**src/rtl/pair_pkg.sv**
```systemverilog
package pair_pkg;

    typedef enum logic [0:0] {
        FN_DEC = 1'b0,
        FN_SQR = 1'b1
    } fn_kind_e;

    function automatic logic [63:0] fn_dec(input logic [63:0] a, input int unsigned w);
        logic [63:0] r;
        r = a - 64'd1;
        return r & ((64'd1 << w) - 64'd1);
    endfunction

    function automatic logic [63:0] fn_sqr(input logic [63:0] a, input int unsigned w);
        logic [63:0] r;
        r = a * a;
        return r & ((64'd1 << w) - 64'd1);
    endfunction

endpackage

```
**src/rtl/edge_pulse.sv**
```systemverilog
module edge_pulse #(
    parameter logic INIT = 1'b1
) (
    input  logic clk,
    input  logic rst,
    input  logic lvl_i,
    output logic rise_o
);
    logic lvl_q;

    always_ff @(posedge clk) begin
        if (rst) lvl_q <= INIT;
        else     lvl_q <= lvl_i;
    end

    assign rise_o = lvl_i & ~lvl_q;

endmodule

```
**src/rtl/atom_unit.sv**
```systemverilog
module atom_unit
    import pair_pkg::*;
#(
    parameter int unsigned W    = 16,
    parameter fn_kind_e    KIND = FN_DEC
) (
    input  logic         clk,
    input  logic         rst,
    input  logic         go_i,
    input  logic [W-1:0] arg_i,
    output logic         idle_o,
    output logic [W-1:0] res_o
);
    logic         go_edge;
    logic [W-1:0] comb_res;
    logic [63:0]  arg_wide;

    assign arg_wide = 64'(arg_i);

    edge_pulse #(.INIT(1'b1)) u_go_edge (
        .clk    (clk),
        .rst    (rst),
        .lvl_i  (go_i),
        .rise_o (go_edge)
    );

    generate
        if (KIND == FN_DEC) begin : g_dec
            assign comb_res = W'(fn_dec(arg_wide, W));
        end else begin : g_sqr
            assign comb_res = W'(fn_sqr(arg_wide, W));
        end
    endgenerate

    always_ff @(posedge clk) begin
        if (rst) res_o <= '0;
        else     res_o <= comb_res;
    end

    assign idle_o = ~go_edge;

    // a worker is busy for exactly one cycle
    assert_worker_one_cycle_R2: assert property (@(posedge clk) disable iff (rst)
        !idle_o |=> idle_o);

endmodule

```
**src/rtl/cap_hold.sv**
```systemverilog
module cap_hold #(
    parameter int unsigned W = 16
) (
    input  logic         clk,
    input  logic         rst,
    input  logic         done_i,
    input  logic [W-1:0] d_i,
    output logic [W-1:0] q_o
);
    logic         open_now;
    logic [W-1:0] held_q;

    edge_pulse #(.INIT(1'b1)) u_done_edge (
        .clk    (clk),
        .rst    (rst),
        .lvl_i  (done_i),
        .rise_o (open_now)
    );

    assign q_o = open_now ? d_i : held_q;

    always_ff @(posedge clk) begin
        if (rst) held_q <= '0;
        else     held_q <= q_o;
    end

    // without a rising done the captured value cannot move
    assert_hold_stable_R7: assert property (@(posedge clk) disable iff (rst)
        (done_i && $past(done_i)) |-> $stable(q_o));

endmodule

```
**src/rtl/par_pair_unit.sv**
```systemverilog
module par_pair_unit
    import pair_pkg::*;
#(
    parameter int unsigned W = 16
) (
    input  logic           clk,
    input  logic           rst,
    input  logic           load_i,
    input  logic [W-1:0]   data_i,
    output logic           done_o,
    output logic [2*W-1:0] result_o
);
    localparam int unsigned RW = 2 * W;

    typedef struct packed {
        logic [W-1:0] hi;
        logic [W-1:0] lo;
    } pair_t;

    logic         req;
    logic         done_q;
    logic         start;
    logic         idle_hi, idle_lo;
    logic [W-1:0] raw_hi, raw_lo;
    pair_t        pair;

    edge_pulse #(.INIT(1'b1)) u_req_edge (
        .clk    (clk),
        .rst    (rst),
        .lvl_i  (load_i),
        .rise_o (req)
    );

    always_ff @(posedge clk) begin
        if (rst) done_q <= 1'b1;
        else     done_q <= done_o;
    end

    assign start = req & done_q;

    atom_unit #(.W(W), .KIND(FN_DEC)) u_hi (
        .clk    (clk),
        .rst    (rst),
        .go_i   (start),
        .arg_i  (data_i),
        .idle_o (idle_hi),
        .res_o  (raw_hi)
    );

    atom_unit #(.W(W), .KIND(FN_SQR)) u_lo (
        .clk    (clk),
        .rst    (rst),
        .go_i   (start),
        .arg_i  (data_i),
        .idle_o (idle_lo),
        .res_o  (raw_lo)
    );

    cap_hold #(.W(W)) u_cap_hi (
        .clk    (clk),
        .rst    (rst),
        .done_i (idle_hi),
        .d_i    (raw_hi),
        .q_o    (pair.hi)
    );

    cap_hold #(.W(W)) u_cap_lo (
        .clk    (clk),
        .rst    (rst),
        .done_i (idle_lo),
        .d_i    (raw_lo),
        .q_o    (pair.lo)
    );

    assign done_o   = idle_hi & idle_lo;
    assign result_o = RW'(pair);

    // a start only follows a low level on load_i
    assert_start_on_edge_R2: assert property (@(posedge clk) disable iff (rst)
        start |-> (load_i && !$past(load_i)));

    // busy lasts one cycle
    assert_done_returns_R2: assert property (@(posedge clk) disable iff (rst)
        !done_o |=> done_o);

    // upper field carries the decrement of the request word
    assert_hi_value_R3: assert property (@(posedge clk) disable iff (rst)
        $fell(done_o) |=> (result_o[RW-1:W] == W'($past(data_i) - W'(1))));

    // lower field carries the square of the request word
    assert_lo_value_R4: assert property (@(posedge clk) disable iff (rst)
        $fell(done_o) |=> (result_o[W-1:0] == W'($past(data_i) * $past(data_i))));

endmodule

```
**config.mk**
```make
export PLATFORM = sky130hd
export DESIGN_NAME = par_pair_unit
export DESIGN_NICKNAME = d
export VERILOG_FILES = /design/src/rtl/pair_pkg.sv /design/src/rtl/edge_pulse.sv /design/src/rtl/atom_unit.sv /design/src/rtl/cap_hold.sv /design/src/rtl/par_pair_unit.sv
export SDC_FILE = /design/constraint.sdc
export NUM_CORES = 1
export LEC_CHECK = 0
export ABC_CLOCK_PERIOD_IN_PS = 8700
export CAP_MARGIN = 10
export CORE_MARGIN = 5
export CORE_UTILIZATION = 50
export CTS_CLUSTER_DIAMETER = 150
export DETAILED_ROUTE_END_ITERATION = 6
export PLACE_DENSITY = 0.71
export SYNTH_ARGS = -nofsm -noshare
export SYNTH_HDL_FRONTEND = slang
export SYNTH_HIERARCHICAL = 1
export SYNTH_SLANG_ARGS = --single-unit
export TNS_END_PERCENT = 10
```
**constraint.sdc**
```tcl
create_clock -name clk -period 8.7 [get_ports clk]
set_input_delay 1.74 -clock clk [delete_from_list [all_inputs] [get_ports clk]]
set_output_delay 1.74 -clock clk [all_outputs]
set_load 0.02 [all_outputs]
```
==> After elaboration in Yosys (flattened, before gate mapping) <==
Index checks and enable logic that the tools add are counted.
{ "word_totals": {"register_bits": 67, "output_inout_bits": 33, "elab_cells": 19} }
{ "classes": {"add_sub_neg": 1, "mul": 1, "n_mux": 2, "bitwise_logic": 8} }
{ "ops": {"columns": ["cell", "count"], "rows": [
  ["$mux 16", 2],
  ["$mul 16x16->16", 1],
  ["$sub 16x1->16 const B", 1],
  ["$and 1x1->1", 4],
  ["$not 1->1", 4]
]} }

==> Longest topological paths before layout <==
{ "logic_depth": {"ltp_word": 7, "ltp_mapped": 21, "depth_no_buf": 20} }

==> By module <==
The synthesis kept the hierarchy.
{ "by_module_without_submodules": {"columns": ["module", "instances", "cells_per_inst", "area_each_um2", "seq_area_each_um2"], "rows": [
  ["atom_unit (u_lo)", 1, 404, 3626.0, 300.3],
  ["cap_hold", 2, 51, 704.4, 320.3],
  ["atom_unit (u_hi)", 1, 79, 705.7, 320.3],
  ["edge_pulse", 5, 3, 32.5, 20.0],
  ["par_pair_unit", 1, 4, 40.0, 20.0]
]} }

==> Worst setup path after synthesis <==
Ideal clock, no wire load.
{ "synth_path": {"path_kind": "input port to flip-flop", "startpoint": "input port data_i[2]", "endpoint": "register u_lo.res_o[15]", "setup_ns": 0.059, "t_arrival_ns": 6.726, "t_required_ns": 8.641, "setup_slack_ns": 1.914, "cell_stages": 17, "n_path_buf": 1, "cell_sequence": "clkbuf_1 -> nand2_1 -> fa_1 -> fa_1 -> inv_1 -> fa_1 -> inv_1 -> fa_1 -> fa_1 -> fa_1 -> inv_1 -> ha_1 -> o21a_1 -> or2_2 -> a31o_2 -> or4_1 -> nand2_1"} }
{ "synth_between": {"elab_chain_cells": 1} }
{ "synth_rtl": {"columns": ["item", "line_no", "text"], "rows": [
  ["start, declared", "par_pair_unit.sv:9", "input logic [W-1:0] data_i,"],
  ["$mul 16x16->16", "pair_pkg.sv:16", "r = a * a;"],
  ["end signal, assigned", "atom_unit.sv:37", "else res_o <= comb_res;"],
  ["end, declared", "atom_unit.sv:12", "output logic [W-1:0] res_o"]
]} }
Every way passes these cells.
A chain may end at the register's enable or synchronous reset.

==> Worst setup path after layout <==
{ "layout_path": {"startpoint": "input port data_i[6]", "endpoint": "register u_lo.res_o[15]"} }
Same word-level chain as after synthesis.

==> run_summary.xml <==
<?xml version="1.0" encoding="UTF-8"?>
<metrics>
  <group name="run_status">
    <metric name="outcome" unit="">completed</metric>
  </group>
  <group name="floorplanning">
    <metric name="start_util" unit="">0.516</metric>
    <metric name="die-width" unit="um">119</metric>
    <metric name="die_h" unit="um">119</metric>
    <metric name="num_io_pins" unit="">52</metric>
    <metric name="num_rows" unit="">39</metric>
    <metric name="fp.dieArea" unit="mm^2">0.0142</metric>
    <metric name="core_region_area" unit="mm^2">0.0115</metric>
  </group>
  <group name="synth">
    <metric name="post_synth_instance_area" unit="mm^2">0.00594</metric>
    <metric name="post_synth_inst_count" unit="">604</metric>
    <metric name="asyncSetResetFlopFracSynth" unit="">0</metric>
    <metric name="synth_area_per_cell" unit="um^2">9.84</metric>
    <metric name="synth_enable_flop_cells" unit="">0</metric>
    <metric name="synth-warning-count" unit="">6</metric>
    <metric name="yosysSeqAreaShare" unit="">0.232</metric>
    <metric name="synth_flop_cell" unit="">sky130_fd_sc_hd__dfxtp_1</metric>
    <metric name="synth.ff_latch_count" unit="">69</metric>
    <metric name="syn-num-nets" unit="">738</metric>
    <metric name="ys_types" unit="">49</metric>
  </group>
  <group name="pwr">
    <metric name="power_frac_comb" unit="">0.608</metric>
    <metric name="p_seq_frac" unit="">0.182</metric>
    <metric name="worst_ir_drop_vdd" unit="mV">0.265</metric>
    <metric name="switching_part_of_the_total_power" unit="">0.408</metric>
    <metric name="clockPowerShare" unit="">0.210</metric>
    <metric name="p_sw" unit="mW">0.815</metric>
    <metric name="internal-power" unit="mW">1.18</metric>
    <metric name="p_leak" unit="nW">3.19</metric>
    <metric name="pwr_density_cell" unit="mW/mm^2">289</metric>
  </group>
  <group name="critical_path">
    <metric name="cp-startpoint" unit="">data_i[6]</metric>
    <metric name="cp.buffers_inverters" unit="">4</metric>
    <metric name="worstSetupStartpointType" unit="">primary input</metric>
    <metric name="timing.reg2reg.worst_path_depth" unit="">7</metric>
    <metric name="worst_path_top_cell_family_by_delay" unit="">adder cells</metric>
    <metric name="critical_path.most_common_cell" unit="">sky130_fd_sc_hd__fa_1</metric>
    <metric name="cp_slowest_cell" unit="">sky130_fd_sc_hd__clkdlybuf4s50_1</metric>
    <metric name="ff2ff_setup_slack" unit="ns">6.40</metric>
    <metric name="criticalPathCategory" unit="">in2reg</metric>
    <metric name="max_stage_delay" unit="ns">0.85</metric>
    <metric name="crit_end" unit="">u_lo/res_o[15]$_SDFF_PP0_</metric>
    <metric name="r2r_endpoint" unit="">u_cap_hi/held_q[3]$_SDFF_PP0_</metric>
    <metric name="crit_path_max_fanout" unit="">15</metric>
    <metric name="crit_required" unit="ns">8.98</metric>
    <metric name="crit_path_cell_trace" unit="">clkdlybuf4s50_1, nand2_1, fa_1, fa_1, fa_1, inv_1, fa_1, fa_1, inv_1, fa_1, inv_1, ha_1, o21a_1, or2_2, a31o_2, or4_1, nand2_1</metric>
    <metric name="critical_path.endpoint_type" unit="">flip-flop</metric>
    <metric name="cp_data_arrival_time" unit="ns">7.61</metric>
    <metric name="critical_path_cell_count" unit="">17</metric>
    <metric name="regToRegStartpoint" unit="">u_req_edge/lvl_q$_SDFF_PP1_</metric>
  </group>
  <group name="cts">
    <metric name="cts-buffers-inserted" unit="">9</metric>
    <metric name="cts_root_buffer" unit="">sky130_fd_sc_hd__clkbuf_16</metric>
    <metric name="clock-sinks" unit="">69</metric>
    <metric name="worst_skew_pair.late_latency" unit="ns">0.33</metric>
    <metric name="cts_repair_resize_count" unit="">0</metric>
    <metric name="cts.clk_slew.worst_paths" unit="ns">0.06</metric>
    <metric name="clockBufferDepth" unit="">2</metric>
    <metric name="tritoncts" unit="">built</metric>
    <metric name="h-tree-depth" unit="">3</metric>
    <metric name="cts-hold-fix-buffers" unit="">0</metric>
    <metric name="cts_setup_buffers" unit="">0</metric>
  </group>
  <group name="placement">
    <metric name="numPlacedInstances" unit="">784</metric>
    <metric name="port-buffer-count" unit="">51</metric>
    <metric name="final_weighted_congestion_in_routability_driven_placement" unit="">0.863</metric>
    <metric name="place.detailed.hpwl" unit="um">9070</metric>
  </group>
  <group name="routing">
    <metric name="drt-wirelength-per-cell" unit="um">14.3</metric>
    <metric name="routed_wirelength" unit="um">11400</metric>
    <metric name="drt-initial-drc-count" unit="">213</metric>
    <metric name="detailedRoute.firstPassIterationCount" unit="">4</metric>
    <metric name="avgViaCountPerCell" unit="">5.19</metric>
    <metric name="antenna_left" unit="">0</metric>
    <metric name="dr_total_vias" unit="">4155</metric>
    <metric name="drc_violation_count_after_routing" unit="">0</metric>
  </group>
  <group name="min_path">
    <metric name="hold_removal_path_class" unit="">reg2reg</metric>
    <metric name="hold_path_depth" unit="">3</metric>
  </group>
  <group name="timing">
    <metric name="timing.final.setup_violations" unit="">0</metric>
    <metric name="clock-skew-final" unit="ns">0.00362</metric>
    <metric name="tightest_slew" unit="ns">1.04</metric>
    <metric name="max_slew_margin" unit="">0.305</metric>
    <metric name="fmax" unit="MHz">136</metric>
    <metric name="rsz0062_at_grt" unit="">false</metric>
    <metric name="fin_crit" unit="ns">7.33</metric>
    <metric name="final_min_period_over_clock_period" unit="">0.843</metric>
    <metric name="number_of_pins_exceeding_their_max_slew_limit_in_the_final_report" unit="">0</metric>
    <metric name="setup_total_negative_slack" unit="ns">0</metric>
    <metric name="final_hold_viol_count" unit="">0</metric>
  </group>
  <group name="global_route">
    <metric name="antenna_violations_before_repair" unit="">0</metric>
    <metric name="via_count_of_the_first_global_routing_pass" unit="">4231</metric>
    <metric name="groute.usage.overall" unit="">0.167</metric>
    <metric name="grt_first_pass_wirelength" unit="um">19300</metric>
    <metric name="maximum_number_of_pins_on_one_net_before_global_route_repair" unit="">73</metric>
    <metric name="grt-ovfl-total" unit="">0</metric>
  </group>
  <group name="cells_and_area">
    <metric name="layout-area-overhead-vs-synth" unit="%">16.0</metric>
    <metric name="drive_above_1_share" unit="">0.114</metric>
    <metric name="fin_nets" unit="">786</metric>
    <metric name="n_antenna_cell" unit="">0</metric>
    <metric name="finalNonFillerCells" unit="">800</metric>
    <metric name="layout_commonest_cell" unit="">sky130_fd_sc_hd__inv_1</metric>
    <metric name="final_cell_mix" unit="">sky130_fd_sc_hd__inv_1, sky130_fd_sc_hd__dfxtp_1, sky130_fd_sc_hd__fa_1</metric>
    <metric name="final_util" unit="">0.599</metric>
  </group>
  <group name="run">
    <metric name="cap_viol_max_count" unit="">0</metric>
  </group>
</metrics>
## registers in the layout, indices dropped and copies added, names as in the netlist
name                        flops
u_hi/u_go_edge/lvl_q            1
u_hi/res_o                     16
u_cap_lo/u_done_edge/lvl_q      1
u_cap_hi/held_q                16
u_lo/res_o                     15
u_cap_lo/held_q                16
done_q                          1
u_req_edge/lvl_q                1
u_cap_hi/u_done_edge/lvl_q      1
u_lo/u_go_edge/lvl_q            1
## tightest hold or removal path, delay by kind of cell, from the launching register on
kind                   cells  cell delay, ns
DFF                        1            0.30
buffers and inverters      1            0.08
and+or+nand+nor            2            0.14
## routing by layer
layer / up-vias / global-route usage / routed length [um] / share of wire
met4: 0 / 0.0710 / 297 / 0.026
li1: 1987 / - / - / -
met2: 110 / 0.271 / 5660 / 0.50
met1: 2031 / 0.213 / 4920 / 0.43
met3: 27 / 0.0403 / 550 / 0.048
met5: - / 0 / 0 / 0
## Yosys cell counts, drive strengths merged (3+ instances only)
library cell	number	share of area
or2	7	0.0074
nand3	4	0.0034
and2	20	0.021
a21o	5	0.0063
o211ai	3	0.0038
xnor2	17	0.025
and3	4	0.0042
a21oi	9	0.0076
nor2b	43	0.055
ha	48	0.10
a211oi	4	0.0051
clkbuf	10	0.0063
dfxtp	69	0.23
nand2	42	0.027
xor2	9	0.013
nor3	6	0.0051
o21a	3	0.0038
buf	10	0.016
nand4	3	0.0032
mux2	34	0.077
nor4	3	0.0067
a31o	3	0.0044
inv	113	0.071
fa	67	0.23
nor2	34	0.021
o21ai	7	0.0059
or4	7	0.0088
## final cells by class
| cell class | instances | area, um^2 |
|---|---|---|
| Clock buffer | 9 | 225 |
| Clock inverter | 7 | 123 |
| Timing Repair Buffer | 57 | 551 |
| Sequential cell | 69 | 1380 |
| Tap cell | 143 | 179 |
| Inverter | 113 | 424 |
| Multi-Input combinational cell | 402 | 4010 |
| Fill cell | 983 | 4620 |
## power groups by stage
stage / combinational (mW) / clock (mW) / sequential [mW]
after floorplan: 0.952 / 0 / 0.366
after global placement: 1.17 / 0 / 0.370
after detailed placement: 1.21 / 0 / 0.370
after CTS: 1.22 / 0.431 / 0.363
after global routing: 1.38 / 0.446 / 0.365
final: 1.21 / 0.420 / 0.363
## metrics by stage
| step | area [um^2] | hold slack, ns | power (mW) | setup slack, ns |
|---|---|---|---|---|
| after floorplan | 5940 | 0.504 | 1.32 | 1.91 |
| after global placement | 6550 | 0.534 | 1.54 | 1.17 |
| after detailed placement | 6550 | 0.548 | 1.58 | 1.11 |
| after CTS | 6890 | 0.563 | 2.02 | 1.44 |
| after global routing | 6890 | 0.602 | 2.19 | 1.20 |
| final | 6890 | 0.552 | 2.00 | 1.37 |
## how the worst min path moves through the flow
| stage | from | endpoint | slack, ns |
|---|---|---|---|
| after global routing | u_hi/u_go_edge/lvl_q$_SDFF_PP1_ | u_cap_hi/u_done_edge/lvl_q$_SDFF_PP1_ | 0.60 |
| after global placement | u_lo/u_go_edge/lvl_q$_SDFF_PP1_ | u_cap_lo/u_done_edge/lvl_q$_SDFF_PP1_ | 0.53 |
| after detailed placement | u_lo/u_go_edge/lvl_q$_SDFF_PP1_ | u_cap_lo/u_done_edge/lvl_q$_SDFF_PP1_ | 0.55 |
| final | u_lo/u_go_edge/lvl_q$_SDFF_PP1_ | u_cap_lo/u_done_edge/lvl_q$_SDFF_PP1_ | 0.55 |
| after CTS | u_lo/u_go_edge/lvl_q$_SDFF_PP1_ | u_cap_lo/u_done_edge/lvl_q$_SDFF_PP1_ | 0.56 |
| after floorplan | u_lo/u_go_edge/lvl_q$_SDFF_PP1_ | u_cap_lo/u_done_edge/lvl_q$_SDFF_PP1_ | 0.50 |
## cell families after synthesis
kind of cell | Yosys count | synth area share
compound gates | 41 | 0.0467
xor+xnor | 28 | 0.0459
fa+ha+maj | 115 | 0.327
buf+inv | 133 | 0.0937
flops | 69 | 0.232
mux | 35 | 0.0787
other cells | 1 | 0.000631
simple gates | 182 | 0.175
Power figures use the tool's default switching activity.
